<file path="src/rtl/ack_pkg.sv">
package ack_pkg;

  typedef enum logic [1:0] {
    ST_IDLE = 2'd0,
    ST_LOW  = 2'd1,
    ST_HIGH = 2'd2
  } ackState_t;

  // strobes from control to datapath
  typedef struct packed {
    logic startLow;
    logic startHigh;
    logic releasePin;
  } ackStrobe_t;

endpackage

</file>
<file path="src/rtl/ack_datapath.sv">
module ack_datapath
  import ack_pkg::*;
#(
  parameter int LOW_LEN  = 16,
  parameter int SYNC_LEN = 128
) (
  input  logic       clk,
  input  logic       rstN,
  input  ackStrobe_t strobe,
  input  logic       pinIn,
  output logic       driveLow,
  output logic       driveHigh,
  output logic       driveEn,
  output logic       lowDone,
  output logic       syncHit,
  output logic       syncDetected
);

  localparam int LOW_W  = (LOW_LEN > 1) ? $clog2(LOW_LEN) : 1;
  localparam int SYNC_W = $clog2(SYNC_LEN + 1);
  localparam logic [LOW_W-1:0]  LOW_LAST  = LOW_W'(LOW_LEN - 1);
  localparam logic [SYNC_W-1:0] SYNC_LAST = SYNC_W'(SYNC_LEN - 1);
  localparam logic [SYNC_W-1:0] SYNC_TOP  = SYNC_W'(SYNC_LEN);

  logic [LOW_W-1:0]  lowCnt;
  logic [SYNC_W-1:0] syncCnt;
  logic              hostLowSample;

  // pin drivers and the low-phase counter
  always_ff @(posedge clk or negedge rstN) begin
    if (!rstN) begin
      driveLow  <= 1'b0;
      driveHigh <= 1'b0;
      driveEn   <= 1'b0;
      lowCnt    <= '0;
    end else if (strobe.startLow) begin
      driveLow  <= 1'b1;
      driveHigh <= 1'b0;
      driveEn   <= 1'b1;
      lowCnt    <= '0;
    end else if (strobe.startHigh) begin
      driveLow  <= 1'b0;
      driveHigh <= 1'b1;
      driveEn   <= 1'b1;
      lowCnt    <= '0;
    end else if (strobe.releasePin) begin
      driveLow  <= 1'b0;
      driveHigh <= 1'b0;
      driveEn   <= 1'b0;
      lowCnt    <= '0;
    end else if (driveLow) begin
      lowCnt <= lowCnt + 1'b1;
    end
  end

  assign lowDone = driveLow && (lowCnt == LOW_LAST);

  // sync watcher: only counts while the pin is not driven by this block
  assign hostLowSample = !pinIn && !driveEn;
  assign syncHit       = hostLowSample && (syncCnt == SYNC_LAST);

  always_ff @(posedge clk or negedge rstN) begin
    if (!rstN) begin
      syncCnt      <= '0;
      syncDetected <= 1'b0;
    end else begin
      syncDetected <= syncHit;
      if (!hostLowSample) begin
        syncCnt <= '0;
      end else if (syncCnt != SYNC_TOP) begin
        syncCnt <= syncCnt + 1'b1;
      end
    end
  end

endmodule

</file>
<file path="src/rtl/ack_ctrl.sv">
module ack_ctrl
  import ack_pkg::*;
(
  input  logic       clk,
  input  logic       rstN,
  input  logic       enableCmd,
  input  logic       disableCmd,
  input  logic       readCmd,
  input  logic       writeDataDone,
  input  logic       busCycleDone,
  input  logic       lowDone,
  input  logic       syncHit,
  output ackStrobe_t strobe,
  output logic       ackOn
);

  ackState_t state, stateNext;
  logic rdWait, wrData, wrBus, pending;
  logic rdComplete, wrComplete, ackReq, startNow;
  logic wrDataSeen, wrBusSeen;

  // completion decode
  assign rdComplete = rdWait && busCycleDone;
  assign wrDataSeen = wrData || writeDataDone;
  assign wrBusSeen  = wrBus || (busCycleDone && !rdWait);
  assign wrComplete = wrDataSeen && wrBusSeen;

  assign ackReq = !disableCmd &&
                  (enableCmd || (ackOn && (rdComplete || wrComplete)));

  assign startNow = (state == ST_IDLE) && pending && !syncHit;

  always_ff @(posedge clk or negedge rstN) begin
    if (!rstN) begin
      ackOn  <= 1'b0;
      rdWait <= 1'b0;
      wrData <= 1'b0;
      wrBus  <= 1'b0;
    end else begin
      if (disableCmd)     ackOn <= 1'b0;
      else if (enableCmd) ackOn <= 1'b1;

      if (readCmd)         rdWait <= 1'b1;
      else if (rdComplete) rdWait <= 1'b0;

      if (wrComplete) begin
        wrData <= 1'b0;
        wrBus  <= 1'b0;
      end else begin
        wrData <= wrDataSeen;
        wrBus  <= wrBusSeen;
      end
    end
  end

  // single pending slot: sync abort wins, then new request, then consume
  always_ff @(posedge clk or negedge rstN) begin
    if (!rstN)          pending <= 1'b0;
    else if (syncHit)   pending <= 1'b0;
    else if (ackReq)    pending <= 1'b1;
    else if (startNow)  pending <= 1'b0;
  end

  always_comb begin
    stateNext = state;
    strobe    = '0;
    unique case (state)
      ST_IDLE: if (startNow) begin
        strobe.startLow = 1'b1;
        stateNext       = ST_LOW;
      end
      ST_LOW: if (lowDone) begin
        strobe.startHigh = 1'b1;
        stateNext        = ST_HIGH;
      end
      ST_HIGH: begin
        strobe.releasePin = 1'b1;
        stateNext         = ST_IDLE;
      end
      default: begin
        strobe.releasePin = 1'b1;
        stateNext         = ST_IDLE;
      end
    endcase
  end

  always_ff @(posedge clk or negedge rstN) begin
    if (!rstN) state <= ST_IDLE;
    else       state <= stateNext;
  end

endmodule

</file>
<file path="src/rtl/dbg_ack_handshake.sv">
module dbg_ack_handshake
  import ack_pkg::*;
#(
  parameter int LOW_LEN  = 16,
  parameter int SYNC_LEN = 128
) (
  input  logic clk,
  input  logic rstN,
  input  logic enableCmd,
  input  logic disableCmd,
  input  logic readCmd,
  input  logic writeDataDone,
  input  logic busCycleDone,
  input  logic pinIn,
  output logic driveLow,
  output logic driveHigh,
  output logic driveEn,
  output logic syncDetected
);

  ackStrobe_t strobe;
  logic lowDone, syncHit, ackOn;

  ack_ctrl ctrl_i (
    .clk(clk), .rstN(rstN),
    .enableCmd(enableCmd), .disableCmd(disableCmd),
    .readCmd(readCmd), .writeDataDone(writeDataDone),
    .busCycleDone(busCycleDone),
    .lowDone(lowDone), .syncHit(syncHit),
    .strobe(strobe), .ackOn(ackOn)
  );

  ack_datapath #(.LOW_LEN(LOW_LEN), .SYNC_LEN(SYNC_LEN)) dp_i (
    .clk(clk), .rstN(rstN),
    .strobe(strobe), .pinIn(pinIn),
    .driveLow(driveLow), .driveHigh(driveHigh), .driveEn(driveEn),
    .lowDone(lowDone), .syncHit(syncHit), .syncDetected(syncDetected)
  );

endmodule

</file>
<file path="config.mk">
export PLATFORM = sky130hd
export DESIGN_NAME = dbg_ack_handshake
export DESIGN_NICKNAME = d
export VERILOG_FILES = /design/src/rtl/ack_pkg.sv /design/src/rtl/ack_datapath.sv /design/src/rtl/ack_ctrl.sv /design/src/rtl/dbg_ack_handshake.sv
export SDC_FILE = /design/constraint.sdc
export NUM_CORES = 1
export LEC_CHECK = 0
export BUFFER_PORTS_ARGS = -buffer_cell sky130_fd_sc_hd__buf_2
export CORE_MARGIN = 2
export CORE_UTILIZATION = 53
export CTS_BUF_LIST = sky130_fd_sc_hd__clkbuf_8
export DETAILED_ROUTE_END_ITERATION = 6
export GPL_TIMING_DRIVEN = 1
export HOLD_SLACK_MARGIN = 0.06
export PLACE_DENSITY = 0.77
export SLEW_MARGIN = 20
export SYNTH_ARGS = -nofsm -noshare
export SYNTH_HDL_FRONTEND = slang
export SYNTH_HIERARCHICAL = 1
export SYNTH_SLANG_ARGS = --single-unit
</file>
<file path="constraint.sdc">
create_clock -name clk -period 1.9 [get_ports clk]
set_input_delay 0.095 -clock clk [delete_from_list [all_inputs] [get_ports clk]]
set_output_delay 0.095 -clock clk [all_outputs]
set_load 0.1 [all_outputs]
</file>
==> flow_summary.toml, run 1 <==
[floorplan]
die_w_um = 49.0
core_area_um2 = 1940
start_util_pct = 55.3
num_rows = 16
die_height_um = 49.0
ios = 12
dieArea_um2 = 2400

[cells_and_area]
syn_to_final_growth_pct = 25.9
final_util_pct = 69.6
drive_gt1_share_pct = 23.8
antenna_cells = 0
fin_cells = 157
fillers = 155
nets = 142
fin_area_um2 = 1350

[synthesis]
synth.yosys.seq_area_share_pct = 53.6
ys_top_cells_by_area = "dfrtp_1, nor2_1, a21oi_1"
synth-edff-count = 0
synth_cells = 103
synth_commonest_cells = "dfrtp_1, nor2_1, a21oi_1, inv_1"
yosysWarningCount = 6
yosysMostFrequentCell = "dfrtp_1"
synth_largest_area_cell = "dfrtp_1"
synthFlopType = "dfrtp_1"
synth-async-reset-ratio_pct = 100
yosysTopAreaCellShare_pct = 53.6
syn_area_um2 = 1070
synth.net_count = 114
synth_seq_cells = 23
avgSynthCellArea_um2 = 10.4
yosys.cell_types.count = 32

[routing]
dr.pass1.iters = 4
via_per_inst = 5.36
wl_per_cell_um = 13.0
wl_met1_um = 918
routed_wl_mm = 2.05
highest_layer = "met4"
postRouteAntennaNets = 0
wl_met2_mm = 1.06
met3_length_um = 54
dr.first_iter.drc_count = 18
drc = 0
via_count = 841

[timing]
hold_violations = 0
fin_hold_ws_ns = 0.0884
tns_ns = 0
setup_viol = 0
max_clock_freq_ghz = 0.542
slew_violations = 0
period_share_pct = 97.2
skew_ns = 0.00106
maxSlewHeadroom_pct = 65.9
fin_crit_ns = 1.85
worstMarginPinSlew_ns = 0.511

[setup_path]
path_class = "reg2reg"
crit_required_ns = 2.08
path_cells = "or2_4 > nor4_4 > nor4b_4 > or3_4 > o21bai_1"
crit_fanout = 5
slowest_delay_ns = 0.48
crit_family = "simple AND/OR/NAND/NOR gates"
cp.arrival_ns = 2.03
worstSetupEndpointType = "register"
cp-start-kind = "register"
crit_buf_inv = 0
cp_slowest_cell = "dfrtp_4"

[place]
dp_hpwl_mm = 1.39
finalWeightedCongestion = 0.832
io_buffers = 11
placed_area_um2 = 1210
dp_cells = 143

[power_and_ir_drop]
leakagePower_nw = 0.624
irDropWorstVdd_mv = 1.04
seqPwrFrac_pct = 46.8
pwr-share-clk_pct = 20.0
share_comb_of_total_power_pct = 33.1
p_int_uw = 882
switching_share_pct = 37.8
p_switching_uw = 535
power_density_nw_per_um2 = 1050

[global_routing]
grtUsageTotal_pct = 19.1
grt_max_degree = 24
grt_pass1_wl_mm = 3.63
grt_pass1_vias = 876
antenna_found_initial = 0
gr-total-overflow = 0

[clock_network]
insertion_delay_ns = 0.25
tritoncts = "built"
cts_max_level = 1
cts_root_buf = "clkbuf_8"
clockBufferDepth = 2
clkSlewWorstSetupHoldPaths_ns = 0.08
clock_sinks = 23
numCtsBuffers = 3

[worst_hold_path]
hold_path.class = "in2reg"

[run]
drv_cap = 0

[run_status]
outcome = "finished clean"
[worst paths after layout]
| kind | cells past startpoint | slack (ns) | from | endpoint |
|---|---|---|---|---|
| min in group asynchronous | 2 | 0.34 | rstN | dp_i/syncCnt[5] |
| min reg2reg | 1 | 0.50 | ctrl_i/wrData | ctrl_i/wrBus |
| min | 3 | 0.09 | enableCmd | ctrl_i/ackOn |
| max | 5 | 0.05 | dp_i/driveEn | dp_i/driveLow |
| max in group asynchronous | 2 | 1.18 | rstN | dp_i/driveEn |
| max reg2reg | 5 | 0.05 | dp_i/driveEn | dp_i/driveLow |
[layer usage]
metal | track usage (%) | vias to the layer above
met5 | 0 | -
met4 | 4.76 | 0
met3 | 2.76 | 2
met2 | 36.1 | 15
met1 | 22.5 | 410
li1 | - | 414
[layout make-up]
type                       instances  area, um2  area share (%)
clock buffer                       3       41.3            3.06
multi-input combinational         71        494            36.6
timing repair buffer              25        173            12.8
tap                               27       33.8            2.50
sequential                        23        579            42.9
inverter                           7       26.3            1.94
clock inverter                     1       3.75           0.278
[cell families after synthesis]
logic type,Yosys count,share of synthesized area (%)
AOI/OAI and AO/OA,21,11.8
xor gates and xnor gates,6,4.90
adders and majority gates,3,3.50
buffers and inverters,9,3.85
DFF,23,53.6
muxes,1,0.932
and+or+nand+nor,40,21.4
[metrics by stage]
step	power, mW	worst slack [ns]
after global placement	1.10	0.218
after CTS	1.41	0.113
after floorplan	1.02	0.0288
final	1.42	0.0540
after detailed placement	1.11	0.117
after global routing	1.51	-0.0425
[cell usage in the layout (no fill, tap or decap)]
cell,synthesis,layout
a211o_1,1,1
a211oi_1,1,1
a21oi_1,8,8
a221o_1,1,1
and3b_1,2,2
and4bb_2,1,1
buf_2,0,11
buf_4,0,9
clkbuf_8,0,3
dfrtp_1,23,22
dfrtp_4,0,1
dlygate4sd3_1,0,5
ha_1,3,3
inv_1,7,8
mux2i_1,1,1
nand2_1,3,3
nand2b_1,1,1
nand3_1,5,5
nand4_1,1,1
nand4_2,1,1
nand4bb_1,1,1
nor2_1,11,11
nor3_1,4,4
nor3b_1,1,1
nor4_4,0,1
nor4b_4,0,1
o21a_1,1,1
o21ai_0,5,5
o21ai_1,1,1
o21bai_1,2,2
o31ai_1,1,1
or2_2,2,1
or2_4,0,1
or3_1,5,4
or3_4,0,1
xnor2_1,2,2
xor2_1,4,4
[state kept, by name (all words and copies together), names as in the netlist]
name and cells:
dp_i/syncCnt 8, dp_i/lowCnt 4, ctrl_i/state 2, ctrl_i/ackOn 1
ctrl_i/pending 1, ctrl_i/rdWait 1, ctrl_i/wrBus 1, ctrl_i/wrData 1
dp_i/driveEn 1, dp_i/driveHigh 1, dp_i/driveLow 1, dp_i/syncDetected 1
[worst register-to-register path: stages (launching register included)]
cell,delay (ns)
dfrtp_4,0.48
or2_4,0.28
nor4_4,0.39
nor4b_4,0.11
or3_4,0.37
o21bai_1,0.15
[timing repair]
action	in CTS	in global routing
resized for setup	0	1
setup buffers	0	5
endpoints found under the setup margin	0	1
hold buffers	5	0
hold endpoints to repair	26	0
[power by group through the flow]
stage                     Combinational, mW  Clock, mW  Sequential, mW
final                                 0.470      0.284           0.664
after global routing                  0.514      0.322           0.678
after CTS                             0.452      0.295           0.659
after detailed placement              0.445          0           0.666
after global placement                0.437          0           0.660
after floorplan                       0.187          0           0.833
Note: power is estimated with default switching activity, not from simulation.
==> run 2, diff against run 1 <==
==> constraint.sdc (replaced) <==
create_clock -name clk -period 1.9 [get_ports clk]
set_input_delay 0.095 -clock clk [delete_from_list [all_inputs] [get_ports clk]]
set_output_delay 0.095 -clock clk [all_outputs]
set_load 0.005 [all_outputs]
==> run 2 against run 1 <==
Utilization is 2.7 points lower; final area decreased by 3.9%; worst hold slack better by 0.015 ns; critical path depth up 1; register-to-register slack better by 0.07 ns.
==> flow_summary.toml, run 2 (synthesis results as in run 1) <==
[cells_and_area]
syn_to_final_growth_pct = 21.0
reg_top3 = "dp_i/syncCnt: 8 flops, dp_i/lowCnt: 4 flops, ctrl_i/state: 2 flops"
drive_gt1_share_pct = 22.0
fillers = 165
multi_input_area_um2 = 465
layout_commonest_cell = "dfrtp_1"
largest_register_ffs = 8
top_register = "dp_i/syncCnt"
antenna_cells = 0
mostFrequentLayoutCells = "dfrtp_1, nor2_1, buf_2"
nets = 139
final_util_pct = 66.9
fin_cells = 154
regArea_um2 = 577

[timing]
worstMarginPinSlew_ns = 0.490
slew_violations = 0
period_share_pct = 93.5
setup_ws_ns = 0.124
hold_violations = 0
fin_crit_ns = 1.78
skew_ns = 0.00178
maxSlewHeadroom_pct = 67.3
fin_hold_ws_ns = 0.104
max_clock_freq_ghz = 0.563
setup_viol = 0

[routing]
dr.first_iter.drc_count = 12
routed_wl_mm = 2.04
wl_per_cell_um = 13.3
via_count = 817
via_per_inst = 5.31
postRouteAntennaNets = 0
dr.pass1.iters = 4
drc = 0

[floorplan]
die_w_um = 49.0
num_rows = 16
die_height_um = 49.0
dieArea_um2 = 2400
start_util_pct = 55.3
ios = 12
core_area_um2 = 1940

[run_status]
outcome = "finished clean"

[power_and_ir_drop]
leakagePower_nw = 0.578
irDropWorstVdd_mv = 0.893
power_density_nw_per_um2 = 946

[global_routing]
grtUsageTotal_pct = 20.3
gr-total-overflow = 0
grt_pass1_wl_mm = 3.62
grt_pass1_vias = 851
antenna_found_initial = 0
grt_max_degree = 24

[place]
dp_cells = 145
pre_cts_ws_ns = 0.138
dp_hpwl_mm = 1.41
finalWeightedCongestion = 0.748
io_buffers = 11

[setup_path]
crit_required_ns = 2.09
path_cells = "ha_2 > inv_1 > nor4_2 > nor4b_1 > or3_1 > nor2_1"
cp.arrival_ns = 1.97
cp-start-kind = "register"
worstSetupEndpointType = "register"
slowest_delay_ns = 0.46
path_class = "reg2reg"
crit_fanout = 5
cp_slowest_cell = "or3_1"
r2r_start = "dp_i/syncCnt[1]"
worstSetupStartpoint = "dp_i/syncCnt[1]"

[clock_network]
clock_sinks = 23
numCtsBuffers = 3
insertion_delay_ns = 0.26
clkSlewWorstSetupHoldPaths_ns = 0.08
cts_max_level = 1
clockBufferDepth = 2
cts_root_buf = "clkbuf_8"
tritoncts = "built"
postCtsSetupBuffers = 0

[run]
drv_cap = 0

[worst_hold_path]
worstHoldStart = "enableCmd"
hold_path.class = "in2reg"
## run 2: through the flow
stage / power (mW) / setup TNS [ns] / area (um2)
3_3_place_gp: 0.912 / 0 / 1200
2_1_floorplan: 0.828 / 0 / 1080
5_1_grt: 1.31 / -0.00612 / 1300
6_report: 1.23 / 0 / 1300
3_5_place_dp: 0.934 / 0 / 1200
4_1_cts: 1.24 / 0 / 1290
## run 2: timing repair
action	4_1_cts	5_1_grt
hold buffers	5	0
hold endpoints to repair	26	0
setup endpoints to repair	0	1
gates resized for setup	0	2
## run 2: area by class of cell
type / instances / share of cell area (%)
sequential: 23 / 44.4
multi-input combinational: 71 / 35.8
timing repair buffer: 22 / 11.6
clock buffer: 3 / 3.18
tap: 27 / 2.60
inverter: 7 / 2.02
clock inverter: 1 / 0.385
## run 2: path summary, 6_finish.rpt
check / cells past startpoint / slack, ns / end
max: 6 / 0.12 / dp_i/lowCnt[0]
min: 3 / 0.10 / ctrl_i/ackOn
max reg2reg: 6 / 0.12 / dp_i/lowCnt[0]
min reg2reg: 1 / 0.51 / ctrl_i/wrBus
max in group asynchronous: 2 / 1.21 / dp_i/syncCnt[4]
min in group asynchronous: 2 / 0.33 / dp_i/syncCnt[2]
## run 2: worst max-delay path: cells and delay by family, from the launching register on
family	cells	cell delay (ns)
buffers and inverters	1	0.08
AND/OR/NAND/NOR	4	1.05
adder cells (fa/ha/maj)	1	0.22
flip-flops	1	0.37
## run 2: power breakdown
part | total, mW | switching [mW] | leakage [nW] | internal (mW)
Combinational | 0.273 | 0.131 | 0.263 | 0.143
Sequential | 0.657 | 0.0792 | 0.289 | 0.578
Clock | 0.298 | 0.152 | 0.0255 | 0.146
## run 2: per-layer routing
layer | global-route usage (%) | wire (um) | vias up
li1 | - | - | 408
met4 | 10.0 | 35 | 0
met3 | 3.68 | 45 | 3
met1 | 24.4 | 921 | 395
met2 | 34.9 | 1040 | 11
met5 | 0 | 0 | -
==> run 3, diff against run 2 <==
Settings changed: CORE_UTILIZATION 53 to 50, PLACE_DENSITY 0.77 to 0.74.
==> run 3 against run 2 <==
Sequential cell count unchanged; sequential share of layout area decreased by 0.27 points; global-route usage shrank 1.3 points; sequential power barely moved; via count increased by 2.2%; worst hold slack lost 0.013 ns; routed wire length down 2.3%; critical path type unchanged.
==> flow_summary.toml, run 3 (synthesis results as in run 1) <==
[routing]
drc = 0
dr.first_iter.drc_count = 11
routed_wl_mm = 2.00
wl_per_cell_um = 13.0
dr.pass1.iters = 4
via_count = 835
via_per_inst = 5.42
postRouteAntennaNets = 0

[timing]
hold_violations = 0
fin_hold_ws_ns = 0.0911
period_share_pct = 92.5
slew_violations = 0
maxSlewHeadroom_pct = 67.3
setup_viol = 0
setup_ws_ns = 0.142
skew_ns = 0.00352
rsz0062_at_grt = "no"
max_clock_freq_ghz = 0.569
tns_ns = 0
fin_crit_ns = 1.76
worstMarginPinSlew_ns = 0.491

[power_and_ir_drop]
irDropWorstVdd_mv = 0.747
seqPwrFrac_pct = 53.9
switching_share_pct = 28.9
power_density_nw_per_um2 = 933
leakagePower_nw = 0.599
pwr-share-clk_pct = 24.2
p_int_uw = 865
p_switching_uw = 351
share_comb_of_total_power_pct = 22.0

[place]
finalWeightedCongestion = 0.805
io_buffers = 11
dp_hpwl_mm = 1.45
pre_cts_ws_ns = 0.153

[clock_network]
numCtsBuffers = 3
insertion_delay_ns = 0.26
clockBufferDepth = 2
cts_root_buf = "clkbuf_8"
cts_max_level = 1
clock_sinks = 23
tritoncts = "built"
postCtsSetupBuffers = 0
clkSlewWorstSetupHoldPaths_ns = 0.08

[floorplan]
num_rows = 16
start_util_pct = 53.6
core_area_um2 = 2000
die_w_um = 50.3
die_height_um = 50.3
dieArea_um2 = 2530
ios = 12

[cells_and_area]
final_util_pct = 65.1
antenna_cells = 0
top_register = "dp_i/syncCnt"
mostFrequentLayoutCells = "dfrtp_1, nor2_1, buf_2"
reg_top3 = "dp_i/syncCnt: 8 flops, dp_i/lowCnt: 4 flops, ctrl_i/state: 2 flops"
drive_gt1_share_pct = 20.5
layout_commonest_cell = "dfrtp_1"
nets = 139
largest_register_ffs = 8
syn_to_final_growth_pct = 21.4

[setup_path]
crit_fanout = 6
path_class = "reg2reg"
worst-r2r-setup-slack_ns = 0.14
cp-start-kind = "register"
worstSetupEndpointType = "register"
crit_required_ns = 2.09
cp.arrival_ns = 1.95

[run_status]
outcome = "finished clean"

[global_routing]
grt_pass1_wl_mm = 3.55
grt_max_degree = 24
gr-total-overflow = 0
grtUsageTotal_pct = 19.0
antenna_found_initial = 0
grt_pass1_vias = 853

[run]
drv_cap = 0

[worst_hold_path]
hold_path.class = "in2reg"
## run 3: final timing paths
| check | from | end | cells past startpoint |
|---|---|---|---|
| setup / recovery | dp_i/syncCnt[3] | dp_i/driveLow | 5 |
| hold / removal | enableCmd | ctrl_i/ackOn | 3 |
| setup reg to reg | dp_i/syncCnt[3] | dp_i/driveLow | 5 |
| hold reg to reg | ctrl_i/wrData | ctrl_i/wrBus | 1 |
| max in group asynchronous | rstN | dp_i/syncCnt[7] | 2 |
| min in group asynchronous | rstN | dp_i/syncCnt[2] | 2 |
## run 3: power groups by stage
stage | clock network [mW] | logic, mW | registers, mW
final | 0.294 | 0.267 | 0.655
after global routing | 0.322 | 0.312 | 0.670
after CTS | 0.306 | 0.271 | 0.655
after detailed placement | 0 | 0.264 | 0.662
after global placement | 0 | 0.256 | 0.658
after floorplan | 0 | 0.176 | 0.652
## run 3: layout make-up
type                       instances  area (um2)
fill                             158         698
clock inverter                     1        5.00
tap                               27        33.8
sequential                        23         576
inverter                           7        26.3
clock buffer                       3        41.3
multi-input combinational         71         472
timing repair buffer              22         150
## run 3: metal layers
| metal | GRT usage, % | vias to the layer above | wire length [um] |
|---|---|---|---|
| met5 | 0 | - | 0 |
| met4 | 11.3 | 0 | 57 |
| met3 | 3.27 | 7 | 50 |
| met2 | 31.6 | 17 | 978 |
| met1 | 23.2 | 402 | 911 |
| li1 | - | 409 | - |
## run 3: timing repair
action	CTS	global route
setup endpoints to repair	0	2
hold buffers	5	0
endpoints found under the hold margin	26	0
gates resized for setup	0	1
## run 3: worst max-delay path: stages (launching register included)
cell and delay (ns):
dfrtp_1 0.47, nand4_2 0.20, nor4_4 0.30, nor4b_1 0.10
or3_1 0.46, o21bai_1 0.16
## run 3: stage by stage
stage	cells	total power, mW	cell area (um2)
3_3_place_gp	145	0.914	1200
5_1_grt	154	1.30	1300
2_1_floorplan	103	0.828	1080
6_report	154	1.22	1300
3_5_place_dp	145	0.927	1200
4_1_cts	154	1.23	1290
